### src/rtl/tsw_pkg.sv
package tsw_pkg;
  localparam int CTX = 2;

  typedef enum logic {
    ST_RUN   = 1'b0,
    ST_FLUSH = 1'b1
  } sw_state_t;
endpackage

### src/rtl/tsw_urgency.sv
module tsw_urgency #(
  parameter int URG_W   = 3,
  parameter int NOMINAL = 5,
  parameter int IRQ_LVL = 6,
  parameter int TMO_LVL = 7
) (
  input  logic             clk,
  input  logic             rst,
  input  logic             miss_i,
  input  logic             ret_i,
  input  logic             irq_i,
  input  logic             tmo_i,
  input  logic             cap_i,
  output logic [URG_W-1:0] urg_o
);
  localparam logic [URG_W-1:0] NOM_V = URG_W'(NOMINAL);
  localparam logic [URG_W-1:0] IRQ_V = URG_W'(IRQ_LVL);
  localparam logic [URG_W-1:0] TMO_V = URG_W'(TMO_LVL);

  logic [URG_W-1:0] nxt;

  // later assignments take precedence: timeout > interrupt > return > miss
  always_comb begin
    nxt = urg_o;
    if (miss_i && urg_o != '0) nxt = urg_o - 1'b1;
    if (ret_i)                 nxt = NOM_V;
    if (irq_i)                 nxt = IRQ_V;
    if (tmo_i)                 nxt = TMO_V;
    if (cap_i && nxt > NOM_V)  nxt = NOM_V;
  end

  always_ff @(posedge clk) begin
    if (rst) urg_o <= NOM_V;
    else     urg_o <= nxt;
  end
endmodule

### src/rtl/tsw_quantum_timer.sv
module tsw_quantum_timer #(
  parameter int LIMIT = 64
) (
  input  logic clk,
  input  logic rst,
  input  logic run_i,
  input  logic reload_i,
  output logic expire_o
);
  localparam int CW = $clog2(LIMIT + 1);
  localparam logic [CW-1:0] LAST = CW'(LIMIT - 1);
  localparam logic [CW-1:0] FULL = CW'(LIMIT);

  logic [CW-1:0] cnt;

  assign expire_o = run_i && !reload_i && (cnt == LAST);

  always_ff @(posedge clk) begin
    if (rst)                        cnt <= '0;
    else if (reload_i)              cnt <= '0;
    else if (run_i && cnt != FULL)  cnt <= cnt + 1'b1;
  end
endmodule

### src/rtl/tsw_switch_fsm.sv
module tsw_switch_fsm
  import tsw_pkg::*;
#(
  parameter int URG_W = 3
) (
  input  logic             clk,
  input  logic             rst,
  input  logic [URG_W-1:0] fg_urg_i,
  input  logic [URG_W-1:0] bg_urg_i,
  input  logic             hint_i,
  input  logic             flush_done_i,
  output logic             flush_req_o,
  output logic             fg_id_o,
  output logic             done_o,
  output logic             run_o
);
  sw_state_t state;

  assign flush_req_o = (state == ST_FLUSH);
  assign run_o       = (state == ST_RUN);
  assign done_o      = (state == ST_FLUSH) && flush_done_i;

  always_ff @(posedge clk) begin
    if (rst) begin
      state   <= ST_RUN;
      fg_id_o <= 1'b0;
    end else begin
      case (state)
        ST_RUN: begin
          if (hint_i || (fg_urg_i < bg_urg_i)) state <= ST_FLUSH;
        end
        default: begin
          if (flush_done_i) begin
            state   <= ST_RUN;
            fg_id_o <= ~fg_id_o;
          end
        end
      endcase
    end
  end
endmodule

### src/rtl/tsw_ctrl.sv
module tsw_ctrl
  import tsw_pkg::*;
#(
  parameter int URG_W       = 3,
  parameter int NOMINAL     = 5,
  parameter int IRQ_LVL     = 6,
  parameter int TMO_LVL     = 7,
  parameter int TIMEOUT_CYC = 64
) (
  input  logic                   clk,
  input  logic                   rst,
  input  logic [1:0]             miss_i,
  input  logic [1:0]             ret_i,
  input  logic [1:0]             irq_i,
  input  logic                   hint_i,
  input  logic                   flush_done_i,
  output logic                   flush_req_o,
  output logic                   fg_id_o,
  output logic [2*URG_W-1:0]     urg_o
);
  logic [URG_W-1:0] urg_q [CTX];
  logic [CTX-1:0]   tmo_set;
  logic [CTX-1:0]   cap;
  logic             expire;
  logic             done;
  logic             run;
  logic [URG_W-1:0] fg_urg;
  logic [URG_W-1:0] bg_urg;

  assign fg_urg = urg_q[fg_id_o];
  assign bg_urg = urg_q[~fg_id_o];

  for (genvar g = 0; g < CTX; g++) begin : g_ctx
    assign tmo_set[g] = expire && (fg_id_o != 1'(g));
    assign cap[g]     = done   && (fg_id_o != 1'(g));

    tsw_urgency #(
      .URG_W  (URG_W),
      .NOMINAL(NOMINAL),
      .IRQ_LVL(IRQ_LVL),
      .TMO_LVL(TMO_LVL)
    ) u_urg (
      .clk   (clk),
      .rst   (rst),
      .miss_i(miss_i[g]),
      .ret_i (ret_i[g]),
      .irq_i (irq_i[g]),
      .tmo_i (tmo_set[g]),
      .cap_i (cap[g]),
      .urg_o (urg_q[g])
    );

    assign urg_o[g*URG_W +: URG_W] = urg_q[g];
  end

  tsw_quantum_timer #(
    .LIMIT(TIMEOUT_CYC)
  ) u_timer (
    .clk     (clk),
    .rst     (rst),
    .run_i   (run),
    .reload_i(done),
    .expire_o(expire)
  );

  tsw_switch_fsm #(
    .URG_W(URG_W)
  ) u_fsm (
    .clk         (clk),
    .rst         (rst),
    .fg_urg_i    (fg_urg),
    .bg_urg_i    (bg_urg),
    .hint_i      (hint_i),
    .flush_done_i(flush_done_i),
    .flush_req_o (flush_req_o),
    .fg_id_o     (fg_id_o),
    .done_o      (done),
    .run_o       (run)
  );
endmodule

### config.mk
export PLATFORM = sky130hd
export DESIGN_NAME = tsw_ctrl
export DESIGN_NICKNAME = d
export VERILOG_FILES = /design/src/rtl/tsw_pkg.sv /design/src/rtl/tsw_urgency.sv /design/src/rtl/tsw_quantum_timer.sv /design/src/rtl/tsw_switch_fsm.sv /design/src/rtl/tsw_ctrl.sv
export SDC_FILE = /design/constraint.sdc
export NUM_CORES = 1
export LEC_CHECK = 0
export BUFFER_PORTS_ARGS = -buffer_cell sky130_fd_sc_hd__buf_2
export CORE_ASPECT_RATIO = 2
export CORE_UTILIZATION = 30
export DETAILED_ROUTE_END_ITERATION = 8
export HOLD_SLACK_MARGIN = 0.08
export PLACE_DENSITY = 0.54
export SYNTH_ARGS = -nofsm -noshare
export SYNTH_HDL_FRONTEND = slang
export SYNTH_SLANG_ARGS = --single-unit
### constraint.sdc
create_clock -name clk -period 2.45 [get_ports clk]
set_clock_uncertainty 0.2 [all_clocks]
set_input_delay 0.735 -clock clk [delete_from_list [all_inputs] [get_ports clk]]
set_output_delay 0.735 -clock clk [all_outputs]
set_load 0.03 [all_outputs]
Word-level counts from Yosys, hierarchy flattened
Cells that the tools add are included.
{ "word_totals": {"out_inout_bits": 8, "ff_bits": 15, "in_bits": 10} }
{ "op_classes": {"n_mux": 17, "eq_ne": 2, "magnitude_cmp": 5, "n_reduce_logical": 20, "bitwise": 4, "addsub": 3} }
{ "ops": {"columns": ["cell", "n"], "rows": [
  ["$mux W3", 14],
  ["$logic_and A1 B1 Y1", 12],
  ["$add A7 B1 Y7 const B", 1],
  ["$eq A7 B6 Y1 const B", 1],
  ["$ne A7 B7 Y1 const B", 1],
  ["$gt A3 B3 Y1 const B", 2],
  ["$reduce_bool A3 Y1", 2],
  ["$reduce_or A2 Y1", 3],
  ["$sub A3 B1 Y3 const B", 2],
  ["$ge A2 B2 Y1 const B", 2],
  ["$not A1 Y2", 2],
  ["$lt A3 B3 Y1", 1],
  ["$mux W1", 3],
  ["$not A1 Y1", 2],
  ["$reduce_and A2 Y1", 1],
  ["$logic_not A1 Y1", 1],
  ["$logic_or A1 B1 Y1", 1]
]} }

Logic depth before layout (Yosys ltp)
{ "depth": {"ltp_word": 9, "ltp_mapped": 7} }

Modules after synthesis
A second synthesis with hierarchy kept.
{ "hier_totals": {"cells_unflattened": 112, "hier_area_um2": 1027.2} }
{ "by_module_without_submodules": {"columns": ["mod", "seq_area_each_um2", "area_each_um2", "cells_each", "instances"], "rows": [
  ["tsw_urgency", 60.1, 200.2, 22, 2],
  ["tsw_quantum_timer", 140.1, 360.3, 41, 1],
  ["tsw_ctrl", 0.0, 133.9, 11, 1],
  ["tsw_switch_fsm", 40.0, 132.6, 16, 1]
]} }

Worst setup path after synthesis
Ideal clock, no wire load.
{ "synth_timing": {"path_type": "register to register", "start": "register g_ctx[1].u_urg.urg_o[0]", "end": "register g_ctx[1].u_urg.urg_o[2]", "stages_incl_launch_ff": 7, "arrival_time_ns": 1.900, "synth_period_minus_slack_ns": 2.227, "t_required_ns": 2.123, "slack_ns": 0.223, "setup_ns": 0.127, "path_cell_list": "dfxtp_1 > inv_1 > ha_1 > ha_1 > nand2b_4 > a2111o_1 > or3_1"} }
{ "synth_between": {"elab_chain_cells": 9} }
{ "synth_lines": {"columns": ["item", "line_no", "rtl"], "rows": [
  ["from (decl)", "tsw_urgency.sv:14", "output logic [URG_W-1:0] urg_o"],
  ["from (signal assigned)", "tsw_urgency.sv:34", "else urg_o <= nxt;"],
  ["branches (longest 2 deep; another with $sub A3 B1 Y3)", null, null],
  ["$mux W3 (*)", "tsw_urgency.sv:25", "if (miss_i && urg_o != '0) nxt = urg_o - 1'b1;"],
  ["$mux W3 (*)", "tsw_urgency.sv:26", "if (ret_i) nxt = NOM_V;"],
  ["$mux W3 (*)", "tsw_urgency.sv:27", "if (irq_i) nxt = IRQ_V;"],
  ["$mux W3 (*)", "tsw_urgency.sv:28", "if (tmo_i) nxt = TMO_V;"],
  ["$gt A3 B3 Y1", "tsw_urgency.sv:29", "if (cap_i && nxt > NOM_V) nxt = NOM_V;"],
  ["$logic_and A1 B1 Y1", "tsw_urgency.sv:29", null],
  ["$reduce_or A2 Y1 (no source line)", null, null]
]} }
Every way passes the cells marked *.
A chain may end at the register's enable or synchronous reset.

Worst setup path in the final report
{ "layout_timing": {"start": "register g_ctx[1].u_urg.urg_o[1]", "end": "register g_ctx[1].u_urg.urg_o[2]"} }
The elaborated chain is that of the path after synthesis.

==> flow_metrics.env <==
export IMPL_final_cell_mix="buf_2, dfxtp_1, inv_1"
export IMPL_peakVddDrop_uv=428.2
export IMPL_fmax_mhz=469.3
export IMPL_swShare_pct=30.55
export IMPL_clk_pin_slew_ps=60
export IMPL_synthCells=108
export IMPL_coreArea_um2=3013
export IMPL_syn_area_per_cell_um2=8.979
export IMPL_final_common_cell="buf_2"
export IMPL_crit_slowest_cell="dfxtp_1"
export IMPL_period_share_pct=86.98
export IMPL_clkLatencyLatePin_ps=240
export IMPL_startpoint_type="flip-flop"
export IMPL_internal_power_mw=0.4434
export IMPL_critPathRequiredTime_ps=2380
export IMPL_rsz0062_at_grt="no"
export IMPL_post_cts_resized=0
export IMPL_std_cell_rows=28
export IMPL_power_frac_seq_pct=44.3
export IMPL_pin_count=18
export IMPL_stdcell_area_um2=1136
export IMPL_wirelength_mm=2.228
export IMPL_path_max_fanout=6
export IMPL_clock_sinks=15
export IMPL_power_density_nw_per_um2=561.9
export IMPL_n_antenna_cell=0
export IMPL_post_cts_buffers=0
export IMPL_grt_max_degree=11
export IMPL_comb_power_share_pct=24.6
export IMPL_cts_tree="done"
export IMPL_netlist_area_um2=969.7
export IMPL_cts_max_level=1
export IMPL_path_common_cell="ha_1"
export IMPL_endpoint_kind="flip-flop"
export IMPL_grt_pass1_vias=864
export IMPL_cts_made_buffers=3
export IMPL_worst_slew_pin_slew_ps=390.0
export IMPL_final_hold_violation_count=0
export IMPL_switchingPower_mw=0.1951
export IMPL_fin_crit_ps=2131
export IMPL_port_buffers=17
export IMPL_drc=0
export IMPL_synth_warnings=0
export IMPL_fin_setup_tns_ps=0
export IMPL_layout_drive_gt1_share_pct=20.93
export IMPL_track_usage_pct=14.09
export IMPL_grt_pass1_wl_mm=3.767
export IMPL_dr_total_vias=862
export IMPL_setup_viol_count_final=0
export IMPL_globalplace_congestion=0.7340
export IMPL_yosysSeqAreaShare_pct=30.97
export IMPL_cts_hold_buf=0
export IMPL_slew_headroom_pct=73.63
export IMPL_maxSlewViolCount=0
export IMPL_hold_path_class="reg -> reg"
export IMPL_nets=147
export IMPL_area_delta_synth_final_pct=17.16
export IMPL_via_per_inst=5.421
export IMPL_ys_ff_latch=15
export IMPL_cts_buffer_depth=2
export IMPL_dr_pass1_iters=2
export IMPL_worstPathCellList="inv_1 > ha_1 > ha_1 > nand2b_4 > a2111o_1 > or3_1"
export IMPL_syn_nets=125
export IMPL_outcome="complete, no violations"
export IMPL_crit_arrival_ps=2060
export IMPL_ant_nets=0
export IMPL_max_cap_violations=0
export IMPL_die_y_um=82.40
export IMPL_grt_overflow=0
export IMPL_drt_iter0_markers=7
export IMPL_antenna_found_initial=0
export IMPL_wl_per_cell_um=14.01
export IMPL_placed_area_um2=1091
export IMPL_power_leakage_nw=0.5217
export IMPL_ys_types=39
export IMPL_worstSetupPathType="reg -> reg"
export IMPL_dieArea_um2=3477
export IMPL_dp_hpwl_mm=1.926
export IMPL_clockPowerShare_pct=31.0
export IMPL_crit_path_max_incr_delay_ps=430
export IMPL_initial_utilization_pct=32.18
export IMPL_fp_dieW_um=42.20
export IMPL_cts_root_buffer="clkbuf_8"
==> cells by family (layout without fill, tap and decap cells) <==
group,Yosys count,after routing,share of synthesized area [%]
adders and majority gates,8,8,10.06
buffers and inverters,15,36,6.709
AOI/OAI and AO/OA,24,24,18.06
xor gates and xnor gates,7,7,6.323
muxes,4,4,4.129
DFF,15,15,30.97
and+or+nand+nor,35,35,23.74
==> path summary, 6_finish.rpt <==
kind                                               from                       to  slack [ps]  cells past startpoint
worst max register to register  g_ctx[1].u_urg.urg_o[1]  g_ctx[1].u_urg.urg_o[2]         320                      6
worst max-delay path            g_ctx[1].u_urg.urg_o[1]  g_ctx[1].u_urg.urg_o[2]         320                      6
worst min-delay path                     u_timer.cnt[5]           u_timer.cnt[5]         310                      2
worst min register to register           u_timer.cnt[5]           u_timer.cnt[5]         310                      2
==> worst max-delay path, delay by kind of cell, from the launching register on <==
kind,cells,cell delay (ps)
buffers and inverters,1,70
flip-flops,1,430
adder cells (fa/ha/maj),2,390
AND/OR/NAND/NOR,2,510
AO/OA/AOI/OAI,1,430
==> power groups by stage <==
stage / clock network, mW / logic [mW] / registers (mW)
final: 0.198 / 0.157 / 0.283
after global routing: 0.216 / 0.176 / 0.286
after floorplan: 0 / 0.101 / 0.300
after CTS: 0.202 / 0.159 / 0.284
after global placement: 0 / 0.157 / 0.289
after detailed placement: 0 / 0.159 / 0.289
==> synthesized netlist by cell type <==
master | number | area, um^2
nor2b_1 | 2 | 12.51
nor4_1 | 1 | 6.260
a21o_1 | 2 | 15.01
nand4b_1 | 2 | 17.52
o21ai_0 | 4 | 20.02
or3_1 | 3 | 18.77
dfxtp_1 | 15 | 300.3
o2bb2ai_1 | 1 | 8.760
a31oi_1 | 2 | 12.51
o311ai_1 | 1 | 8.760
o311a_1 | 1 | 10.01
nor3b_1 | 1 | 7.510
buf_2 | 1 | 5.000
a311oi_1 | 1 | 8.760
maj3_1 | 1 | 10.01
nand2_1 | 5 | 18.77
a2111oi_2 | 1 | 15.01
nand3_1 | 3 | 15.01
mux2i_1 | 4 | 40.04
nor4b_1 | 3 | 26.28
a21oi_1 | 5 | 25.02
a211o_1 | 1 | 8.760
nand3b_4 | 1 | 20.02
nand2b_1 | 1 | 6.260
inv_1 | 13 | 48.80
or2b_4 | 1 | 11.26
buf_6 | 1 | 11.26
ha_1 | 7 | 87.58
xor2_1 | 2 | 17.52
o22ai_1 | 1 | 6.260
a211oi_1 | 1 | 7.510
nor2_1 | 9 | 33.78
xnor2_1 | 5 | 43.79
nor3_4 | 1 | 16.27
o211ai_1 | 1 | 7.510
a2111o_1 | 1 | 11.26
nand2b_4 | 1 | 13.76
a221o_1 | 1 | 10.01
nand4_1 | 1 | 6.260
==> registers in the layout, summed over array words and instances, names as in the netlist <==
name and count:
g_ctx.u_urg.urg_o 6, u_fsm.fg_id_o 1, u_fsm.flush_req_o 1, u_timer.cnt 7
==> routing by layer <==
layer	up-vias	routed length [um]	global-route usage [%]
li1	429	-	-
met1	404	740	11.97
met2	21	1273	28.15
met3	8	74	2.609
met4	0	140	9.688
met5	-	0	0
==> area by class of cell <==
| type | instances | area (um^2) |
|---|---|---|
| clock buffer | 4 | 45.04 |
| inverter | 13 | 48.80 |
| fill | 323 | 1877 |
| timing repair buffer | 19 | 100.1 |
| tap | 30 | 37.54 |
| sequential | 15 | 300.3 |
| multi-input combinational | 78 | 604.3 |
==> through the flow <==
| stage | power, mW | std cells | setup slack (ps) | hold slack, ps | utilization [%] |
|---|---|---|---|---|---|
| floorplan | 0.4006 | 108 | 223.2 | 271.4 | - |
| global placement | 0.4457 | 155 | 319.6 | 301.5 | 36.21 |
| detailed placement | 0.4481 | 155 | 316.2 | 303.1 | 36.21 |
| CTS | 0.6450 | 159 | 306.0 | 310.9 | 37.71 |
| global route | 0.6791 | 159 | 207.6 | 334.9 | 37.71 |
| finish | 0.6384 | 159 | 319.0 | 307.7 | 37.71 |
(Power assumes the default switching activity.)
